<file path="src/rtl/gpio_pkg.sv">
package gpio_pkg;
  localparam int unsigned ADDR_W = 2;

  typedef enum logic [ADDR_W-1:0] {
    REG_DATA = 2'd0,
    REG_SET  = 2'd1,
    REG_CLR  = 2'd2,
    REG_DIR  = 2'd3
  } gpio_reg_e;

  function automatic bit legal_width(int unsigned w);
    return (w == 8) || (w == 16) || (w == 32) || (w == 64);
  endfunction
endpackage

</file>
<file path="src/rtl/gpio_sync.sv">
module gpio_sync #(
  parameter int unsigned WIDTH = 32
) (
  input  logic             clk,
  input  logic             rst,
  input  logic [WIDTH-1:0] async_in,
  output logic [WIDTH-1:0] sync_out
);
  logic [WIDTH-1:0] stage1_q;
  logic [WIDTH-1:0] stage2_q;

  always_ff @(posedge clk) begin
    if (rst) begin
      stage1_q <= '0;
      stage2_q <= '0;
    end else begin
      stage1_q <= async_in;
      stage2_q <= stage1_q;
    end
  end

  assign sync_out = stage2_q;
endmodule

</file>
<file path="src/rtl/gpio_bit_map.sv">
module gpio_bit_map #(
  parameter int unsigned WIDTH   = 32,
  parameter bit          REVERSE = 1'b0
) (
  input  logic [WIDTH-1:0] din,
  output logic [WIDTH-1:0] dout
);
  for (genvar i = 0; i < WIDTH; i++) begin : g_bit
    if (REVERSE) begin : g_rev
      assign dout[i] = din[WIDTH-1-i];
    end else begin : g_fwd
      assign dout[i] = din[i];
    end
  end
endmodule

</file>
<file path="src/rtl/gpio_reg_decode.sv">
module gpio_reg_decode
  import gpio_pkg::*;
(
  input  logic [ADDR_W-1:0] bus_addr,
  input  logic              bus_we,
  output logic              wr_data,
  output logic              wr_set,
  output logic              wr_clr,
  output logic              wr_dir
);
  always_comb begin
    wr_data = 1'b0;
    wr_set  = 1'b0;
    wr_clr  = 1'b0;
    wr_dir  = 1'b0;
    if (bus_we) begin
      unique case (gpio_reg_e'(bus_addr))
        REG_DATA: wr_data = 1'b1;
        REG_SET:  wr_set  = 1'b1;
        REG_CLR:  wr_clr  = 1'b1;
        REG_DIR:  wr_dir  = 1'b1;
        default:  wr_data = 1'b0;
      endcase
    end
  end
endmodule

</file>
<file path="src/rtl/gpio_out_latch.sv">
module gpio_out_latch #(
  parameter int unsigned WIDTH = 32
) (
  input  logic             clk,
  input  logic             rst,
  input  logic             wr_data,
  input  logic             wr_set,
  input  logic             wr_clr,
  input  logic [WIDTH-1:0] wdata,
  output logic [WIDTH-1:0] lat_q
);
  always_ff @(posedge clk) begin
    if (rst) begin
      lat_q <= '0;
    end else if (wr_data) begin
      lat_q <= wdata;
    end else if (wr_set) begin
      lat_q <= lat_q | wdata;
    end else if (wr_clr) begin
      lat_q <= lat_q & ~wdata;
    end
  end

  // bits written as 1 go high, the rest keep their value
  a_r2_set_ones: assert property (@(posedge clk) disable iff (rst)
    wr_set |=> ((lat_q & $past(wdata)) == $past(wdata)));
  a_r2_set_keep: assert property (@(posedge clk) disable iff (rst)
    wr_set |=> ((lat_q & ~$past(wdata)) == ($past(lat_q) & ~$past(wdata))));

  // bits written as 1 go low, the rest keep their value
  a_r3_clr_zeros: assert property (@(posedge clk) disable iff (rst)
    wr_clr |=> ((lat_q & $past(wdata)) == '0));
  a_r3_clr_keep: assert property (@(posedge clk) disable iff (rst)
    wr_clr |=> ((lat_q & ~$past(wdata)) == ($past(lat_q) & ~$past(wdata))));

  // a data write loads the whole word
  a_r4_load: assert property (@(posedge clk) disable iff (rst)
    wr_data |=> (lat_q == $past(wdata)));
endmodule

</file>
<file path="src/rtl/mmio_gpio_ctrl.sv">
module mmio_gpio_ctrl
  import gpio_pkg::*;
#(
  parameter int unsigned WIDTH        = 32,
  parameter bit          DIR_IS_INPUT = 1'b0,
  parameter bit          BIT_REVERSE  = 1'b0
) (
  input  logic              clk,
  input  logic              rst,
  input  logic [ADDR_W-1:0] bus_addr,
  input  logic              bus_we,
  input  logic [WIDTH-1:0]  bus_wdata,
  output logic [WIDTH-1:0]  bus_rdata,
  input  logic [WIDTH-1:0]  pin_in,
  output logic [WIDTH-1:0]  pin_out,
  output logic [WIDTH-1:0]  pin_oe
);
  localparam logic [WIDTH-1:0] DIR_RESET = DIR_IS_INPUT ? {WIDTH{1'b1}} : {WIDTH{1'b0}};

  // only the four legal register widths elaborate
  if (!legal_width(WIDTH)) begin : g_bad_width
    $error("mmio_gpio_ctrl: WIDTH must be 8, 16, 32 or 64");
  end

  logic             wr_data, wr_set, wr_clr, wr_dir;
  logic [WIDTH-1:0] lat_q;
  logic [WIDTH-1:0] dir_q;
  logic [WIDTH-1:0] oe_reg;
  logic [WIDTH-1:0] pin_sync;
  logic [WIDTH-1:0] data_reg;

  gpio_reg_decode u_dec (
    .bus_addr (bus_addr),
    .bus_we   (bus_we),
    .wr_data  (wr_data),
    .wr_set   (wr_set),
    .wr_clr   (wr_clr),
    .wr_dir   (wr_dir)
  );

  gpio_out_latch #(.WIDTH(WIDTH)) u_latch (
    .clk     (clk),
    .rst     (rst),
    .wr_data (wr_data),
    .wr_set  (wr_set),
    .wr_clr  (wr_clr),
    .wdata   (bus_wdata),
    .lat_q   (lat_q)
  );

  // direction register
  always_ff @(posedge clk) begin
    if (rst) begin
      dir_q <= DIR_RESET;
    end else if (wr_dir) begin
      dir_q <= bus_wdata;
    end
  end

  // direction polarity
  if (DIR_IS_INPUT) begin : g_dir_in
    assign oe_reg = ~dir_q;
  end else begin : g_dir_out
    assign oe_reg = dir_q;
  end

  gpio_sync #(.WIDTH(WIDTH)) u_sync (
    .clk      (clk),
    .rst      (rst),
    .async_in (pin_in),
    .sync_out (pin_sync)
  );

  // register bit order to pin order, and back
  gpio_bit_map #(.WIDTH(WIDTH), .REVERSE(BIT_REVERSE)) u_map_out (
    .din (lat_q), .dout (pin_out)
  );
  gpio_bit_map #(.WIDTH(WIDTH), .REVERSE(BIT_REVERSE)) u_map_oe (
    .din (oe_reg), .dout (pin_oe)
  );
  gpio_bit_map #(.WIDTH(WIDTH), .REVERSE(BIT_REVERSE)) u_map_in (
    .din (pin_sync), .dout (data_reg)
  );

  // registered read port, held during writes
  always_ff @(posedge clk) begin
    if (rst) begin
      bus_rdata <= '0;
    end else if (!bus_we) begin
      unique case (gpio_reg_e'(bus_addr))
        REG_DATA: bus_rdata <= data_reg;
        REG_SET:  bus_rdata <= lat_q;
        REG_CLR:  bus_rdata <= lat_q;
        REG_DIR:  bus_rdata <= dir_q;
        default:  bus_rdata <= '0;
      endcase
    end
  end

  // pads idle after reset
  a_r1_reset_idle: assert property (@(posedge clk)
    rst |=> ((pin_out == '0) && (pin_oe == '0)));

  // one register per write
  a_r4_one_strobe: assert property (@(posedge clk) disable iff (rst)
    $onehot0({wr_data, wr_set, wr_clr, wr_dir}) && (bus_we == (wr_data | wr_set | wr_clr | wr_dir)));

  // direction load
  a_r11_dir_load: assert property (@(posedge clk) disable iff (rst)
    wr_dir |=> (dir_q == $past(bus_wdata)));

  // read data held while writing
  a_r10_hold: assert property (@(posedge clk) disable iff (rst)
    bus_we |=> $stable(bus_rdata));
endmodule

</file>
<file path="config.mk">
export PLATFORM = sky130hd
export DESIGN_NAME = mmio_gpio_ctrl
export DESIGN_NICKNAME = d
export VERILOG_FILES = /design/src/rtl/gpio_pkg.sv /design/src/rtl/gpio_sync.sv /design/src/rtl/gpio_bit_map.sv /design/src/rtl/gpio_reg_decode.sv /design/src/rtl/gpio_out_latch.sv /design/src/rtl/mmio_gpio_ctrl.sv
export SDC_FILE = /design/constraint.sdc
export NUM_CORES = 1
export LEC_CHECK = 0
export ABC_AREA = 1
export BUFFER_PORTS_ARGS = -buffer_cell sky130_fd_sc_hd__clkbuf_2
export CAP_MARGIN = 40
export CORE_UTILIZATION = 54
export DETAILED_ROUTE_END_ITERATION = 7
export HOLD_SLACK_MARGIN = 0.02
export PLACE_DENSITY_LB_ADDON = 0.2
export SYNTH_ARGS = -nofsm -noshare
export SYNTH_HDL_FRONTEND = slang
export SYNTH_HIERARCHICAL = 1
export SYNTH_SLANG_ARGS = --single-unit
</file>
<file path="constraint.sdc">
create_clock -name clk -period 1.6 [get_ports clk]
set_clock_uncertainty 0.1 [all_clocks]
set_input_delay 0.08 -clock clk [delete_from_list [all_inputs] [get_ports clk]]
set_output_delay 0.08 -clock clk [all_outputs]
set_load 0.02 [all_outputs]
</file>
=== Word level (Yosys, flattened, before mapping) ===
Cells that the tools add are included.

* Add/subtract/negate cells: 0
* $mul: 0
* Div/mod/pow operators: 0
* Order comparisons: 0
* Eq/ne operators: 3
* Shift-type cells: 0
* Mux-type cells: 12
* Bitwise logic cells: 3
* Reduce and logical (&&, ||, !) cells: 3

{| class="wikitable"
|+ Operator list
! operator !! number
|-
| 32-bit 2-to-1 mux || 3
|-
| 32-bit case mux with 3 select lines || 1
|-
| 32-bit bitwise AND || 1
|-
| 32-bit NOT || 1
|-
| 32-bit OR || 1
|-
| 1-bit 2-to-1 mux || 8
|-
| 2-bit == test (second input constant) || 2
|-
| 3-bit nonzero test || 1
|-
| 2-bit by 1-bit == test with 1-bit output (second input constant) || 1
|-
| 2-bit zero test || 1
|-
| 2-bit OR reduction || 1
|}

* Register bits after elaboration: 160
* Bits in latches: 0
* RAM bits: 0
* Memory bits (read-only): 0
* Input port bits: 69
* Output and inout bits: 96
* Logic and storage cells: 26
* Memories: 0

=== Depth between registers and ports, before layout ===
Gate-level depths: netlist (run 1).

* Depth in word-level cells: 6
* Depth in mapped cells: 9

=== Hierarchy ===
The synthesis (run 1) kept the hierarchy.

{| class="wikitable"
|+ Modules (own cells, without submodules)
! module !! instances !! cells each !! area an instance (um2) !! seq. area each (um2)
|-
| mmio_gpio_ctrl || 1 || 424 || 2927.8 || 1281.2
|-
| gpio_sync || 1 || 199 || 1840.5 || 1281.2
|-
| gpio_out_latch || 1 || 208 || 1555.2 || 640.6
|-
| gpio_bit_map || 3 || 32 || 240.2 || 0.0
|-
| gpio_reg_decode || 1 || 8 || 30.0 || 0.0
|}

=== Worst setup path after synthesis (run 1) ===
No wires, ideal clock.

* Path kind: input -> register
* Start: input port bus_addr[1]
* End: register (tool-made name)
* Library setup time: 143 ps
* Data arrival time: 933 ps
* Data required time: 1357 ps
* Slack: 424 ps
* Cell stages on the path: 9
* Buffers on the path: 1
* Cells stage by stage: inv_1 > nand2_1 > nor2_1 > nor2_4 > nand2_2 > buf_2 > nand2_1 > nand2_1 > a21oi_2

{| class="wikitable"
|+ RTL lines
! element !! RTL line !! source
|-
| from (decl) || mmio_gpio_ctrl.sv:10 || <nowiki>input logic [ADDR_W-1:0] bus_addr,</nowiki>
|}

==> flow_summary.yaml, run 1 <==
placement:
  gp_congestion: 0.942
  dp_hpwl_mm: 10.8
  numPortBuffers: 164
clocking:
  cts_sinks: 160
  htreeDepth: 4
  cts_tree: "yes"
  clkTransAtPathRegs_ns: 0.06
  post_cts_buffers: 0
  numCtsBuffers: 17
  cts-root-buf: "clkbuf_16"
  clock_latency_ns: 0.41
  clock_path_buffers: 2
min_path:
  hold_path.class: "input pin to register"
sta:
  hold_viol: 0
  finalCritPeriodShare_pct: 80.8
  slew_headroom_pct: 62.6
  rsz0062_at_grt: "false"
  tightest_slew_ns: 0.561
  hold_slack_ns: 0.184
  slew_violations: 0
  finalSetupViolCount: 0
  setup_tns_ns: 0
  max_freq_ghz: 0.774
  period_minus_slack_ns: 1.29
yosys:
  ys_warn_count: 6
  syn_inst: 935
  yosysSeqAreaShare_pct: 45.3
  mappedNetlistNets: 1006
  avgSynthCellArea_um2: 7.57
  synth-seq-cells: 160
  synthesis.area_mm2: 0.00707
  synth_cell_types: 20
global_routing:
  grt_pass1_wl_mm: 26.1
  grt_pass1_vias: 5195
  grt_usage_pct: 25.2
  antenna_found_initial: 0
  overflow: 0
  grt_start_max_net_pins: 88
power:
  leakage_uw: 0.00404
  vdd_ir_drop_max_mv: 0.767
  power_density_mw_per_mm2: 1130
setup_path:
  cp-start-kind: "input pin"
  r2r_slack_ns: 0.66
  cp.arrival_ns: 1.54
  cp-end-kind: "register"
  cp_max_fo: 39
  required_ns: 1.85
  crit_type: "input pin to register"
route:
  detail-route-antenna-nets: 0
  wirelength_mm: 16.6
  dr.pass1.iters: 5
  wl_per_cell_um: 13.5
  vias: 5788
  drcViolationCount: 0
  drt-initial-drc-count: 420
  vias_per_cell: 4.68
floorplanning:
  die-height_um: 116
  fp.dieArea_mm2: 0.0136
  coreArea_mm2: 0.0127
  fp-row-count: 41
  start_util_pct: 55.8
  io_pins: 165
  die_w_um: 116
final_layout:
  drive_gt1_share_pct: 23.7
  antennaDiodeCount: 0
  area.growth.synth_to_final_pct: 19.7
  final_common_cell: "nand2_1"
  layout_common_cells: "nand2_1, clkbuf_2, dfxtp_1"
  nets: 1122
run:
  cap_violations: 0
outcome:
  status: "finished, final reports clean"
## critical path, cell delays in order
cell	delay, ns
dlygate4sd3_1	0.55
buf_4	0.21
inv_2	0.07
buf_4	0.33
o21ai_0	0.17
a21oi_1	0.13
## what timing repair did
action,in CTS,in global routing
hold buffers,65,0
gates resized for setup,0,0
hold endpoints to repair,96,0
## synthesized netlist by cell type
library cell / n / area share, %
or2_1: 30 / 2.7
buf_2: 23 / 1.6
clkbuf_1: 3 / 0.16
clkbuf_2: 2 / 0.14
inv_2: 5 / 0.27
nand2_2: 1 / 0.088
nor2_4: 1 / 0.16
a21oi_1: 66 / 4.7
or2_2: 2 / 0.18
nor2_1: 132 / 7.0
buf_6: 12 / 1.9
ha_1: 2 / 0.35
clkbuf_8: 3 / 0.58
nand2_1: 226 / 12
o21ai_0: 33 / 2.3
dfxtp_1: 160 / 45
o21ai_1: 31 / 2.2
buf_4: 104 / 11
inv_1: 69 / 3.7
a21oi_2: 30 / 3.7
## stage by stage
| step | instance area (µm²) | util (%) | cells | total power, µW | setup WS, ns |
|---|---|---|---|---|---|
| after detailed placement | 7220 | 57.0 | 1139 | 5500 | 0.185 |
| after global placement | 7220 | 57.0 | 1139 | 5490 | 0.234 |
| after floorplan | 7070 | - | 935 | 5260 | 0.424 |
| after global routing | 8470 | 66.8 | 1236 | 9960 | 0.195 |
| after CTS | 8470 | 66.8 | 1236 | 9640 | 0.307 |
| final | 8470 | 66.8 | 1236 | 9580 | 0.307 |
## routing by layer
layer	part of all wire, %	track usage [%]
met3	7.0	5.81
met4	1.9	10.1
met5	0	0
met2	45	38.8
met1	46	34.1
## power by group
group | leakage, µW | internal [µW] | total, µW | switching (µW)
clock | 0.000284 | 2360 | 4030 | 1670
combinational | 0.00244 | 491 | 1230 | 741
sequential | 0.00132 | 4190 | 4320 | 122
total | 0.00404 | 7050 | 9580 | 2530
## cell families (layout without fill, tap and decap cells)
family                     Yosys count  after routing  share of synthesized area [%]
and+or+nand+nor                    392            392                           22.1
buffers and inverters              221            350                           19.4
AOI/OAI and AO/OA                  160            160                           12.9
DFF                                160            160                           45.3
adders and majority gates            2              2                          0.354
## area by class of cell
class / instances / area [µm²]
Fill cell: 1106 / 4200
Clock inverter: 14 / 154
Tap cell: 172 / 215
Clock buffer: 18 / 439
Timing Repair Buffer: 244 / 1670
Multi-Input combinational cell: 554 / 2500
Inverter: 74 / 278
Sequential cell: 160 / 3200
## worst paths after layout
check / from / end / cells after the start
worst max-delay path: rst / bus_rdata[0]$_SDFFE_PP0N_ / 6
worst min-delay path: bus_we / bus_rdata[25]$_SDFFE_PP0N_ / 4
worst max register to register: register / bus_rdata[2]$_SDFFE_PP0N_ / 4
worst min register to register: u_sync/stage1_q[6]$_SDFF_PP0_ / u_sync/sync_out[6]$_SDFF_PP0_ / 2
No activity file was read; power rests on OpenSTA's default activity.
==> inputs of run 2 (changes only) <==
--- a/config.mk
+++ b/config.mk
@@ -8,7 +8,7 @@
 export ABC_AREA = 1
 export BUFFER_PORTS_ARGS = -buffer_cell sky130_fd_sc_hd__clkbuf_2
 export CAP_MARGIN = 40
-export CORE_UTILIZATION = 54
+export CORE_UTILIZATION = 49
 export DETAILED_ROUTE_END_ITERATION = 7
 export HOLD_SLACK_MARGIN = 0.02
 export PLACE_DENSITY_LB_ADDON = 0.2
==> constraint.sdc (replaced) <==
create_clock -name clk -period 1.04 [get_ports clk]
set_clock_uncertainty 0.1 [all_clocks]
set_input_delay 0.052 -clock clk [delete_from_list [all_inputs] [get_ports clk]]
set_output_delay 0.052 -clock clk [all_outputs]
set_load 0.02 [all_outputs]
==> flow_summary.yaml, run 2 (synthesized netlist as in run 1, its figures left out) <==
outcome:
  status: "finished with violations"
  failed_checks: "setup timing"
route:
  wirelength_mm: 20.7
  drt-initial-drc-count: 670
  drcViolationCount: 0
  vias: 6399
  detail-route-antenna-nets: 0
  dr.pass1.iters: 5
  vias_per_cell: 4.82
  wl_per_cell_um: 15.6
final_layout:
  area.growth.synth_to_final_pct: 46.1
  postLayoutCoreUtil_pct: 73.9
  n_fill_cell: 1020
  drive_gt1_share_pct: 38.4
  fin_area_mm2: 0.0103
  finalNonFillerCells: 1328
  nets: 1205
  layout_common_cells: "nand2_1, nor2_1, buf_8"
  final_common_cell: "nand2_1"
sta:
  period_minus_slack_ns: 1.08
  tightest_slew_ns: 0.411
  hold_viol: 0
  slew_violations: 0
  max_freq_ghz: 0.922
  worst_slack_ns: -0.0447
  slew_headroom_pct: 72.6
  rsz0062_at_grt: "true"
  finalCritPeriodShare_pct: 104
  finalSetupViolCount: 31
global_routing:
  grt_use_met3_pct: 7.02
  grt_start_max_net_pins: 74
  grt-busiest-layer: "met2"
  grt_pass1_wl_mm: 30.6
  grt_pass1_vias: 6069
  use_met1_pct: 34.1
  met2_usage_pct: 43.9
  overflow: 0
  grt_usage_pct: 26.8
  antenna_found_initial: 0
setup_path:
  reg2reg_to: "dir_q[29]$_SDFFE_PP0P_"
  reg2regPathDepth: 4
  required_ns: 1.27
  worstReg2RegStart: "dir_q[29]$_SDFFE_PP0P_"
  cp-start-kind: "input pin"
  cp-end-kind: "register"
  crit_type: "input pin to register"
  cp_max_fo: 3
  cp.arrival_ns: 1.31
  r2r_slack_ns: -0.03
placement:
  dp_hpwl_mm: 11.6
  numPlacedInstances: 1162
  dpl_worst_slack_ns: -0.239
  numPortBuffers: 164
  gp_congestion: 0.896
  dpl_cell_area_mm2: 0.00743
power:
  vdd_ir_drop_max_mv: 1.27
  leakage_uw: 0.00481
  power_density_mw_per_mm2: 1510
floorplanning:
  coreArea_mm2: 0.0140
  io_pins: 165
  die-height_um: 122
  die_w_um: 122
  fp.dieArea_mm2: 0.0149
  fp-row-count: 43
  start_util_pct: 50.6
clocking:
  htreeDepth: 4
  cts-root-buf: "clkbuf_16"
  clkTransAtPathRegs_ns: 0.06
  clock_path_buffers: 2
  numCtsBuffers: 17
  cts_sinks: 160
  clock_latency_ns: 0.42
  cts_tree: "yes"
min_path:
  hold_depth: 3
  worstHoldStart: "rst"
  hold_path.class: "input pin to register"
  hold_end: "u_sync/sync_out[25]$_SDFF_PP0_"
run:
  cap_violations: 0
## run 2: cell types whose count changed in the layout (fill, tap and decap cells not counted), moves of 3 or more
cell	before	now
a21oi_1	66	60
a21oi_2	30	36
buf_12	7	12
buf_4	9	83
buf_8	0	96
clkbuf_2	163	67
dfxtp_1	160	64
dfxtp_2	0	87
dfxtp_4	0	9
inv_6	5	2
nand2_1	226	221
nand2_2	1	6
## run 2: critical path, cell delays in order
cell	delay, ns
dlygate4sd3_1	0.55
clkbuf_2	0.13
or2_2	0.27
nand2_1	0.07
nand2_1	0.07
a21oi_1	0.16
## run 2: per-layer routing
layer	vias up	wire length (µm)
li1	3174	-
met1	2905	8750
met2	285	10000
met3	35	1560
met4	0	361
met5	-	0
## run 2: stage by stage
stage	hold slack, ns	setup TNS, ns	power [µW]
2_1_floorplan	0.0211	0	8100
3_3_place_gp	0.147	-15.25	8540
3_5_place_dp	0.150	-17.35	8550
4_1_cts	-0.0113	-3.38	15400
5_1_grt	0.0588	-2.58	16100
6_report	0.0297	-0.322	15600
## run 2: power breakdown
| group | switching, µW | total, µW | leakage (µW) | internal [µW] |
|---|---|---|---|---|
| sequential | 243 | 6730 | 0.00136 | 6480 |
| clock | 2500 | 6150 | 0.000278 | 3660 |
| combinational | 1320 | 2690 | 0.00317 | 1370 |
## run 2: worst max path at each step
stage / to / startpoint
2_1_floorplan: register / bus_addr[1]
3_3_place_gp: bus_rdata[1]$_SDFFE_PP0N_ / bus_addr[0]
3_5_place_dp: bus_rdata[3]$_SDFFE_PP0N_ / bus_addr[1]
4_1_cts: pin_out[18] / register
5_1_grt: pin_out[0] / register
6_report: register / bus_wdata[25]
## run 2: repair_timing
action                                  4_1_cts  5_1_grt
endpoints found under the hold margin        96        0
endpoints found under the setup margin       96      151
setup buffers                                59        6
hold buffers                                 68        0
resized for setup                           286      115
cloned                                        0        1
pin swaps                                     0        1
## run 2: area by class of cell
class / count / area [µm²] / share of cell area [%]
antenna: 1 / 2.50 / 0.0242
clock buffer: 19 / 453 / 4.38
clock inverter: 13 / 135 / 1.31
inverter: 74 / 278 / 2.69
multi-input combinational: 554 / 2550 / 24.6
sequential: 160 / 3350 / 32.4
tap: 180 / 225 / 2.18
timing repair buffer: 327 / 3350 / 32.4
